==> src/rtl/pq_pkg.sv <==
package pq_pkg;

    typedef enum logic [1:0] {
        REQ_RD  = 2'd0,
        REQ_RDX = 2'd1,
        REQ_UPG = 2'd2
    } req_e;

    typedef enum logic [1:0] {
        TR_I2S = 2'd0,
        TR_I2M = 2'd1,
        TR_S2M = 2'd2
    } trans_e;

    typedef enum logic [1:0] {
        ST_I = 2'd0,
        ST_S = 2'd1,
        ST_E = 2'd2,
        ST_M = 2'd3
    } stable_e;

    function automatic trans_e trans_of(input req_e r);
        case (r)
            REQ_RDX: trans_of = TR_I2M;
            REQ_UPG: trans_of = TR_S2M;
            default: trans_of = TR_I2S;
        endcase
    endfunction

endpackage

==> src/rtl/pq_match.sv <==
module pq_match #(
    parameter int DEPTH  = 16,
    parameter int ADDR_W = 26
) (
    input  logic [DEPTH-1:0]             valid,
    input  logic [DEPTH-1:0][ADDR_W-1:0] addrs,
    input  logic [ADDR_W-1:0]            key,
    output logic [DEPTH-1:0]             hit
);

    for (genvar g = 0; g < DEPTH; g++) begin : g_cmp
        assign hit[g] = valid[g] && (addrs[g] == key);
    end

endmodule

==> src/rtl/pq_alloc.sv <==
module pq_alloc #(
    parameter int DEPTH = 16,
    localparam int IDX_W = $clog2(DEPTH)
) (
    input  logic [DEPTH-1:0] valid,
    output logic [IDX_W-1:0] free_idx,
    output logic             full
);

    always_comb begin
        free_idx = '0;
        for (int i = DEPTH - 1; i >= 0; i--) begin
            if (!valid[i]) free_idx = IDX_W'(i);
        end
        full = &valid;
    end

endmodule

==> src/rtl/pq_order.sv <==
module pq_order #(
    parameter int DEPTH = 16,
    localparam int IDX_W = $clog2(DEPTH),
    localparam int CW    = IDX_W + 1
) (
    input  logic             clk,
    input  logic             rst_n,
    input  logic             push,
    input  logic [IDX_W-1:0] push_idx,
    input  logic             pop,
    output logic [IDX_W-1:0] head_idx,
    output logic             empty
);

    typedef struct packed {
        logic [DEPTH-1:0][IDX_W-1:0] slot;
        logic [IDX_W-1:0]            wr;
        logic [IDX_W-1:0]            rd;
        logic [CW-1:0]               cnt;
    } ord_t;

    ord_t ord_q, ord_d;

    function automatic logic [IDX_W-1:0] bump(input logic [IDX_W-1:0] p);
        bump = (p == IDX_W'(DEPTH - 1)) ? '0 : p + 1'b1;
    endfunction

    always_comb begin
        ord_d = ord_q;
        if (push) begin
            ord_d.slot[ord_q.wr] = push_idx;
            ord_d.wr             = bump(ord_q.wr);
        end
        if (pop) begin
            ord_d.rd = bump(ord_q.rd);
        end
        ord_d.cnt = ord_q.cnt + CW'(push) - CW'(pop);
    end

    always_ff @(posedge clk) begin
        if (!rst_n) ord_q <= '0;
        else        ord_q <= ord_d;
    end

    assign head_idx = ord_q.slot[ord_q.rd];
    assign empty    = (ord_q.cnt == '0);

endmodule

==> src/rtl/pend_req_queue.sv <==
module pend_req_queue
    import pq_pkg::*;
#(
    parameter int DEPTH  = 16,
    parameter int ADDR_W = 26,
    localparam int IDX_W = $clog2(DEPTH)
) (
    input  logic              clk,
    input  logic              rst_n,
    input  logic              enq_valid,
    input  logic [ADDR_W-1:0] enq_addr,
    input  logic [1:0]        enq_type,
    output logic              enq_accept,
    output logic              enq_busy,
    output logic [IDX_W-1:0]  enq_idx,
    output logic              bus_req,
    output logic [ADDR_W-1:0] bus_addr,
    output logic [1:0]        bus_type,
    output logic [1:0]        bus_trans,
    output logic [IDX_W-1:0]  bus_idx,
    input  logic              bus_grant,
    input  logic              snoop_valid,
    input  logic [ADDR_W-1:0] snoop_addr,
    input  logic [1:0]        snoop_type,
    output logic              snoop_hit,
    output logic              snoop_inval,
    input  logic              cmpl_valid,
    input  logic [IDX_W-1:0]  cmpl_idx,
    input  logic              cmpl_excl,
    output logic              done_valid,
    output logic [ADDR_W-1:0] done_addr,
    output logic [1:0]        done_state,
    output logic [DEPTH-1:0]  commit_mask
);

    typedef struct packed {
        logic              valid;
        logic              launched;
        logic [ADDR_W-1:0] addr;
        req_e              rtype;
        trans_e            trans;
    } ent_t;

    typedef struct packed {
        ent_t [DEPTH-1:0] ent;
    } state_t;

    state_t st_q, st_d;

    logic [DEPTH-1:0]             valid_vec;
    logic [DEPTH-1:0]             launched_vec;
    logic [DEPTH-1:0][ADDR_W-1:0] addr_vec;
    logic [DEPTH-1:0]             snp_match;
    logic [DEPTH-1:0]             dup_match;
    logic [DEPTH-1:0]             conv_vec;
    logic [IDX_W-1:0]             free_idx;
    logic                         full;
    logic [IDX_W-1:0]             head_idx;
    logic                         ord_empty;
    logic                         grant_fire;
    logic                         snoop_excl;
    logic                         cmpl_ok;

    always_comb begin
        for (int i = 0; i < DEPTH; i++) begin
            valid_vec[i]    = st_q.ent[i].valid;
            launched_vec[i] = st_q.ent[i].launched;
            addr_vec[i]     = st_q.ent[i].addr;
        end
    end

    pq_match #(.DEPTH(DEPTH), .ADDR_W(ADDR_W)) u_snoop_cam (
        .valid (valid_vec),
        .addrs (addr_vec),
        .key   (snoop_addr),
        .hit   (snp_match)
    );

    pq_match #(.DEPTH(DEPTH), .ADDR_W(ADDR_W)) u_dup_cam (
        .valid (valid_vec),
        .addrs (addr_vec),
        .key   (enq_addr),
        .hit   (dup_match)
    );

    pq_alloc #(.DEPTH(DEPTH)) u_alloc (
        .valid    (valid_vec),
        .free_idx (free_idx),
        .full     (full)
    );

    pq_order #(.DEPTH(DEPTH)) u_order (
        .clk      (clk),
        .rst_n    (rst_n),
        .push     (enq_accept),
        .push_idx (free_idx),
        .pop      (grant_fire),
        .head_idx (head_idx),
        .empty    (ord_empty)
    );

    // Inbound path: combinational on stored entries, independent of the arbiter.
    always_comb begin
        snoop_excl = snoop_valid &&
                     (snoop_type == REQ_UPG || snoop_type == REQ_RDX);
        for (int i = 0; i < DEPTH; i++) begin
            conv_vec[i] = snoop_excl && snp_match[i] && !launched_vec[i] &&
                          (st_q.ent[i].rtype == REQ_UPG);
        end
        snoop_hit   = snoop_valid && (|snp_match);
        snoop_inval = |conv_vec;
    end

    // Outbound path: head of the issue order, with same-cycle conversion folded in.
    always_comb begin
        bus_req    = !ord_empty;
        bus_idx    = head_idx;
        bus_addr   = st_q.ent[head_idx].addr;
        bus_type   = conv_vec[head_idx] ? REQ_RDX : st_q.ent[head_idx].rtype;
        bus_trans  = conv_vec[head_idx] ? TR_I2M  : st_q.ent[head_idx].trans;
        grant_fire = bus_req && bus_grant;
    end

    always_comb begin
        enq_accept = enq_valid && !full && !(|dup_match);
        enq_busy   = enq_valid && !enq_accept;
        enq_idx    = free_idx;
    end

    always_comb begin
        cmpl_ok    = cmpl_valid && st_q.ent[cmpl_idx].valid &&
                     st_q.ent[cmpl_idx].launched;
        done_valid = cmpl_ok;
        done_addr  = st_q.ent[cmpl_idx].addr;
        if (st_q.ent[cmpl_idx].rtype != REQ_RD) done_state = ST_M;
        else if (cmpl_excl)                     done_state = ST_E;
        else                                    done_state = ST_S;
        commit_mask = launched_vec;
    end

    always_comb begin
        st_d = st_q;
        for (int i = 0; i < DEPTH; i++) begin
            if (conv_vec[i]) begin
                st_d.ent[i].rtype = REQ_RDX;
                st_d.ent[i].trans = TR_I2M;
            end
            if (grant_fire && head_idx == IDX_W'(i)) begin
                st_d.ent[i].launched = 1'b1;
            end
            if (cmpl_ok && cmpl_idx == IDX_W'(i)) begin
                st_d.ent[i].valid    = 1'b0;
                st_d.ent[i].launched = 1'b0;
            end
            if (enq_accept && free_idx == IDX_W'(i)) begin
                st_d.ent[i].valid    = 1'b1;
                st_d.ent[i].launched = 1'b0;
                st_d.ent[i].addr     = enq_addr;
                st_d.ent[i].rtype    = req_e'(enq_type);
                st_d.ent[i].trans    = trans_of(req_e'(enq_type));
            end
        end
    end

    always_ff @(posedge clk) begin
        if (!rst_n) st_q <= '0;
        else        st_q <= st_d;
    end

endmodule

==> config.mk <==
export PLATFORM = sky130hd
export DESIGN_NAME = pend_req_queue
export DESIGN_NICKNAME = d
export VERILOG_FILES = /design/src/rtl/pq_pkg.sv /design/src/rtl/pq_match.sv /design/src/rtl/pq_alloc.sv /design/src/rtl/pq_order.sv /design/src/rtl/pend_req_queue.sv
export SDC_FILE = /design/constraint.sdc
export NUM_CORES = 2
export LEC_CHECK = 0
export CAP_MARGIN = 10
export CELL_PAD_IN_SITES_DETAIL_PLACEMENT = 1
export CELL_PAD_IN_SITES_GLOBAL_PLACEMENT = 1
export CORE_ASPECT_RATIO = 1.2
export CORE_MARGIN = 3
export CORE_UTILIZATION = 35
export DETAILED_ROUTE_END_ITERATION = 10
export PLACE_DENSITY_LB_ADDON = 0.1
export SYNTH_ARGS = -nofsm -noshare
export SYNTH_HDL_FRONTEND = slang
export SYNTH_SLANG_ARGS = --single-unit
==> constraint.sdc <==
create_clock -name clk -period 5.52 [get_ports clk]
set_input_delay 1.104 -clock clk [delete_from_list [all_inputs] [get_ports clk]]
set_output_delay 1.104 -clock clk [all_outputs]
set_load 0.005 [all_outputs]
==> results.txt <==
- Net switching component of the power: 3776 uW
- For this configuration, the core starts out at a cell density of 35.45%.
- The first TritonRoute pass finished after 5 iterations.
- The worst hold path belongs to the class flop to flop.
- At the worst endpoint, the required time is 4420 ps.
* Die Span X: 322.4 um
- Maximum vdd drop: 0.2201 mV
- Routed wirelength normalized by instance count: 39.02 um
- P_int: 8051 uW
- Buffers inserted to repair hold after CTS numbered 0.
- Highest fanout seen on the critical path: 15
- The flow ran to the end, but the final reports show violations.
- The Yosys step of the flow raised 0 warnings.
- Number of antenna-violating nets in the routed design: 0
- The clock net in this run drives a total of 589 sinks.
- The final layout contains routed wiring with a total length of 250300 um.
- For this run, the top clock speed supported by timing is 179.6 MHz.
- The number of global-route vias before repair is 39760.
* Sequential area share after synthesis: 28.04%
- CTS built an H-tree with a depth of 3.
* Seq cells post-synth: 589
- Counting along the longest clock path gives a buffer depth of 3.
* Hpwl dp: 189900 um
- sky130_fd_sc_hd__dfxtp_1 takes more of the synthesized area than any other cell.
- Unrepaired setup endpoints after global routing: yes
- The most used flip-flop cell after synthesis is sky130_fd_sc_hd__dfxtp_1.
- The count of buffers added on input and output ports is 154.
- Switching part of the total: 31.93%
- Pwr dens: 232.7 nW/um^2
* Fraction of synthesized cell area taken by the top area cell type: 28.04%
- Sequential cells burn 37.6% of the power.
* Minimum clock period after layout: 5567 ps
- In the layout the commonest cells are sky130_fd_sc_hd__mux2i_1, sky130_fd_sc_hd__nand2_1, sky130_fd_sc_hd__dfxtp_1.
- Global routing consumed, on the met2 layer, 62.52% of the routing resources.
- The floorplan has 138 rows.
* Type of element launching the critical path: flop
- Across all hold checks on the routed design, the worst slack comes to 457.6 ps.
- The core region is 118600 um^2.
* Fraction of registers with async set or reset after synthesis: 0%
- Remaining max-slew budget at the tightest pin: 22.49%
- Crit path buffers/inverters: 6
* Number of antenna violations at the first check in global routing: 3
* Synth Cell Area: 42050 um^2
- Failing checks: negative setup slack
- Number of max-slew violations in the final report: 0
- Grouping stages by cell kind, the critical path spends the most delay in buffers and inverters.
- Counting flops with a built-in enable in the synthesized netlist gives 0.
- Number of nets produced by synthesis: 4614
- The largest single stage delay on the critical path is 760 ps.
- Number of antenna repair diodes: 0
- At the later pin of the worst-skew pair, clock insertion delay measures 710 ps.
- Fraction of the cycle the final worst path needs: 100.9%
- After detailed routing, the number of vias per cell comes to 6.240.
- Averaged over all synthesized cells, the footprint is 9.273 um^2.
* Number of max-capacitance violations reported: 0
- The library cell used most frequently in the layout, excluding fill and tap cells, is sky130_fd_sc_hd__mux2i_1.
- Final-report hold violation count: 0
- The critical path in this run is classified as flop to output pin.
* Slew at the pin closest to its max-slew limit: 1158 ps
- The critical path runs through a total of 11 cells.
* Fraction of power consumed by the clock network: 41.4%
- Buffer type at the clock tree root: sky130_fd_sc_hd__clkbuf_16
* Drt initial violations: 4092
* Final Worst Setup Slack: -47.35 ps
- Synthesis-to-layout area growth: 20.88%
- Number of cells on the worst reg-to-reg path: 14
- Layout filler cell count: 13280
- GRT Overall Usage: 39.16%
- After the last flow step, the layout net total stands at 4904.
* Final estimated routing congestion in global placement: 1.033
* GRT Residual Overflow: 0
* Arrival time at the worst endpoint: 4460 ps
- Total number of vias: 40020
* Layer carrying the most global-route usage: met2
- The worst hold path was traced through 2 stages.
* Unique cell type count in the Yosys netlist: 74
* Dominant cells by area after synthesis: sky130_fd_sc_hd__dfxtp_1, sky130_fd_sc_hd__mux2i_1, sky130_fd_sc_hd__xnor2_1
* Layout cell share with drive strength beyond 1: 18.61%
- Critical Path Sink Type: output pin
- Leakage power: 0.02085 uW
- For this run, global-route usage on met3 was measured as 5.185%.
- Met1 GRT Util: 49.81%
- Full die area: 124400 um^2
- At the placement stage, the worst setup path has a slack of -947.7 ps.
* Maximum number of pins on one net before global-route repair: 81
* DRC violation count after routing: 0
* CTS tree: built
* Fraction of power consumed by combinational cells: 21.0%
- Wire length of the first global-routing pass: 336600 um
* Post-synthesis instance total: 4535
- IO Pins: 155
* Setup skew after layout: 46.88 ps
- On the critical path, the stage with the largest delay is an instance of sky130_fd_sc_hd__mux4_4.
- Cell-by-cell listing of the critical path: buf_12 -> mux4_2 -> mux4_4 -> inv_4 -> buf_12 -> buf_4 -> nand2_1 -> a311oi_2 -> buf_4 -> a21oi_1 -> clkdlybuf4s50_1
- Clock transition at path regs: 60 ps
- Number of setup violations in the final report: 3
- Vertical extent of the die: 385.7 um
- Counting the buffers created by CTS gives 73.
[worst reg2reg max path, delay by kind of cell, from the launching register on]
family	cells	cell delay (ps)
compound gates	2	550
buf+inv	6	1530
flops	1	550
mux	1	110
simple gates	5	1250
[final timing paths]
path	start	slack [ps]	end
setup / recovery	u_order.ord_q[5]	-50	bus_addr[19]
hold reg to reg	u_order.ord_q[58]	460	u_order.ord_q[58]
hold / removal	u_order.ord_q[58]	460	u_order.ord_q[58]
setup reg to reg	st_q[95]	1370	addr_vec[196]
[power by group through the flow]
stage               sequential (uW)  clock [uW]  combinational (uW)
global placement               4530           0                2380
CTS                            4440        4950                2410
finish                         4450        4890                2490
detailed placement             4530           0                2380
floorplan                      4470           0                1400
global route                   4450        5110                2570
[cells by family (layout without fill, tap and decap cells)]
logic type      count (synthesis)  count (layout)  share of synthesized area [%]
mux                           885             885                          25.71
compound gates                379             379                          6.325
fa+ha+maj                      12              12                         0.3749
flops                         589             589                          28.04
simple gates                 1400            1400                          16.24
xor+xnor                      833             833                          17.35
buf+inv                       437             776                          5.956
[flip-flops by register name, summed over array words and instances (netlist names)]
signal,cells
commit_mask,16
addr_vec,416
st_q,80
u_order.ord_q,77
[timing repair]
action                                  in CTS  in global routing
pin swaps                                   13                 13
resized for setup                           51                 51
setup buffers                               23                 26
hold endpoints to repair                     0                  0
endpoints found under the setup margin     121                 24
cloned                                       0                  3
[cells in the mapped netlist (4+ instances only)]
master	instances
sky130_fd_sc_hd__a31oi_1	28
sky130_fd_sc_hd__a22oi_1	22
sky130_fd_sc_hd__mux2i_1	673
sky130_fd_sc_hd__o2bb2ai_1	6
sky130_fd_sc_hd__buf_4	74
sky130_fd_sc_hd__o22ai_1	34
sky130_fd_sc_hd__nand4b_1	5
sky130_fd_sc_hd__nor3b_1	15
sky130_fd_sc_hd__and2_1	22
sky130_fd_sc_hd__mux4_2	149
sky130_fd_sc_hd__or4b_2	6
sky130_fd_sc_hd__buf_6	57
sky130_fd_sc_hd__xnor2_1	497
sky130_fd_sc_hd__o21ai_0	59
sky130_fd_sc_hd__nor2_1	140
sky130_fd_sc_hd__and3_1	7
sky130_fd_sc_hd__nor4b_1	5
sky130_fd_sc_hd__nand4_1	241
sky130_fd_sc_hd__or4_1	4
sky130_fd_sc_hd__a21oi_1	65
sky130_fd_sc_hd__a311oi_1	32
sky130_fd_sc_hd__nand3b_1	6
sky130_fd_sc_hd__a211oi_1	66
sky130_fd_sc_hd__nor4_1	131
sky130_fd_sc_hd__dfxtp_1	589
sky130_fd_sc_hd__nor3_1	60
sky130_fd_sc_hd__nand2_1	656
sky130_fd_sc_hd__a22o_1	5
sky130_fd_sc_hd__nand2b_1	10
sky130_fd_sc_hd__inv_1	32
sky130_fd_sc_hd__xor2_1	336
sky130_fd_sc_hd__and4_1	6
sky130_fd_sc_hd__buf_1	16
sky130_fd_sc_hd__clkbuf_1	153
sky130_fd_sc_hd__ha_1	11
sky130_fd_sc_hd__nand3_4	6
sky130_fd_sc_hd__mux2_2	61
sky130_fd_sc_hd__buf_2	100
sky130_fd_sc_hd__nor2b_1	7
sky130_fd_sc_hd__o2111ai_1	5
sky130_fd_sc_hd__nand3_1	55
sky130_fd_sc_hd__a32o_1	32
[final cells by class]
type | instances | area (um^2) | share of cell area [%]
clock buffer | 97 | 2037 | 4.007
multi-input combinational | 3509 | 28270 | 55.61
tap | 1540 | 1927 | 3.790
sequential | 589 | 11790 | 23.20
inverter | 34 | 130.1 | 0.2560
clock inverter | 27 | 327.8 | 0.6449
timing repair buffer | 618 | 6351 | 12.49
[routing by layer]
metal  routed length (um)  vias up
met5                    0        -
met4                19030        0
met3                16230      578
met2               113100     1932
met1               101900    20700
li1                     -    16810
[through the flow]
stage	instances	cell area, um^2	TNS, ps	util, %	total power (uW)
final	6414	50840	-99.39	42.85	11830
after global routing	6414	50840	-43.52	42.85	12130
after CTS	6386	50270	0	42.38	11800
after detailed placement	6241	47480	-262910	40.03	6913
after global placement	6238	47460	-367500	40.01	6911
after floorplan	4535	42050	0	-	5866
(Power assumes the default switching activity.)
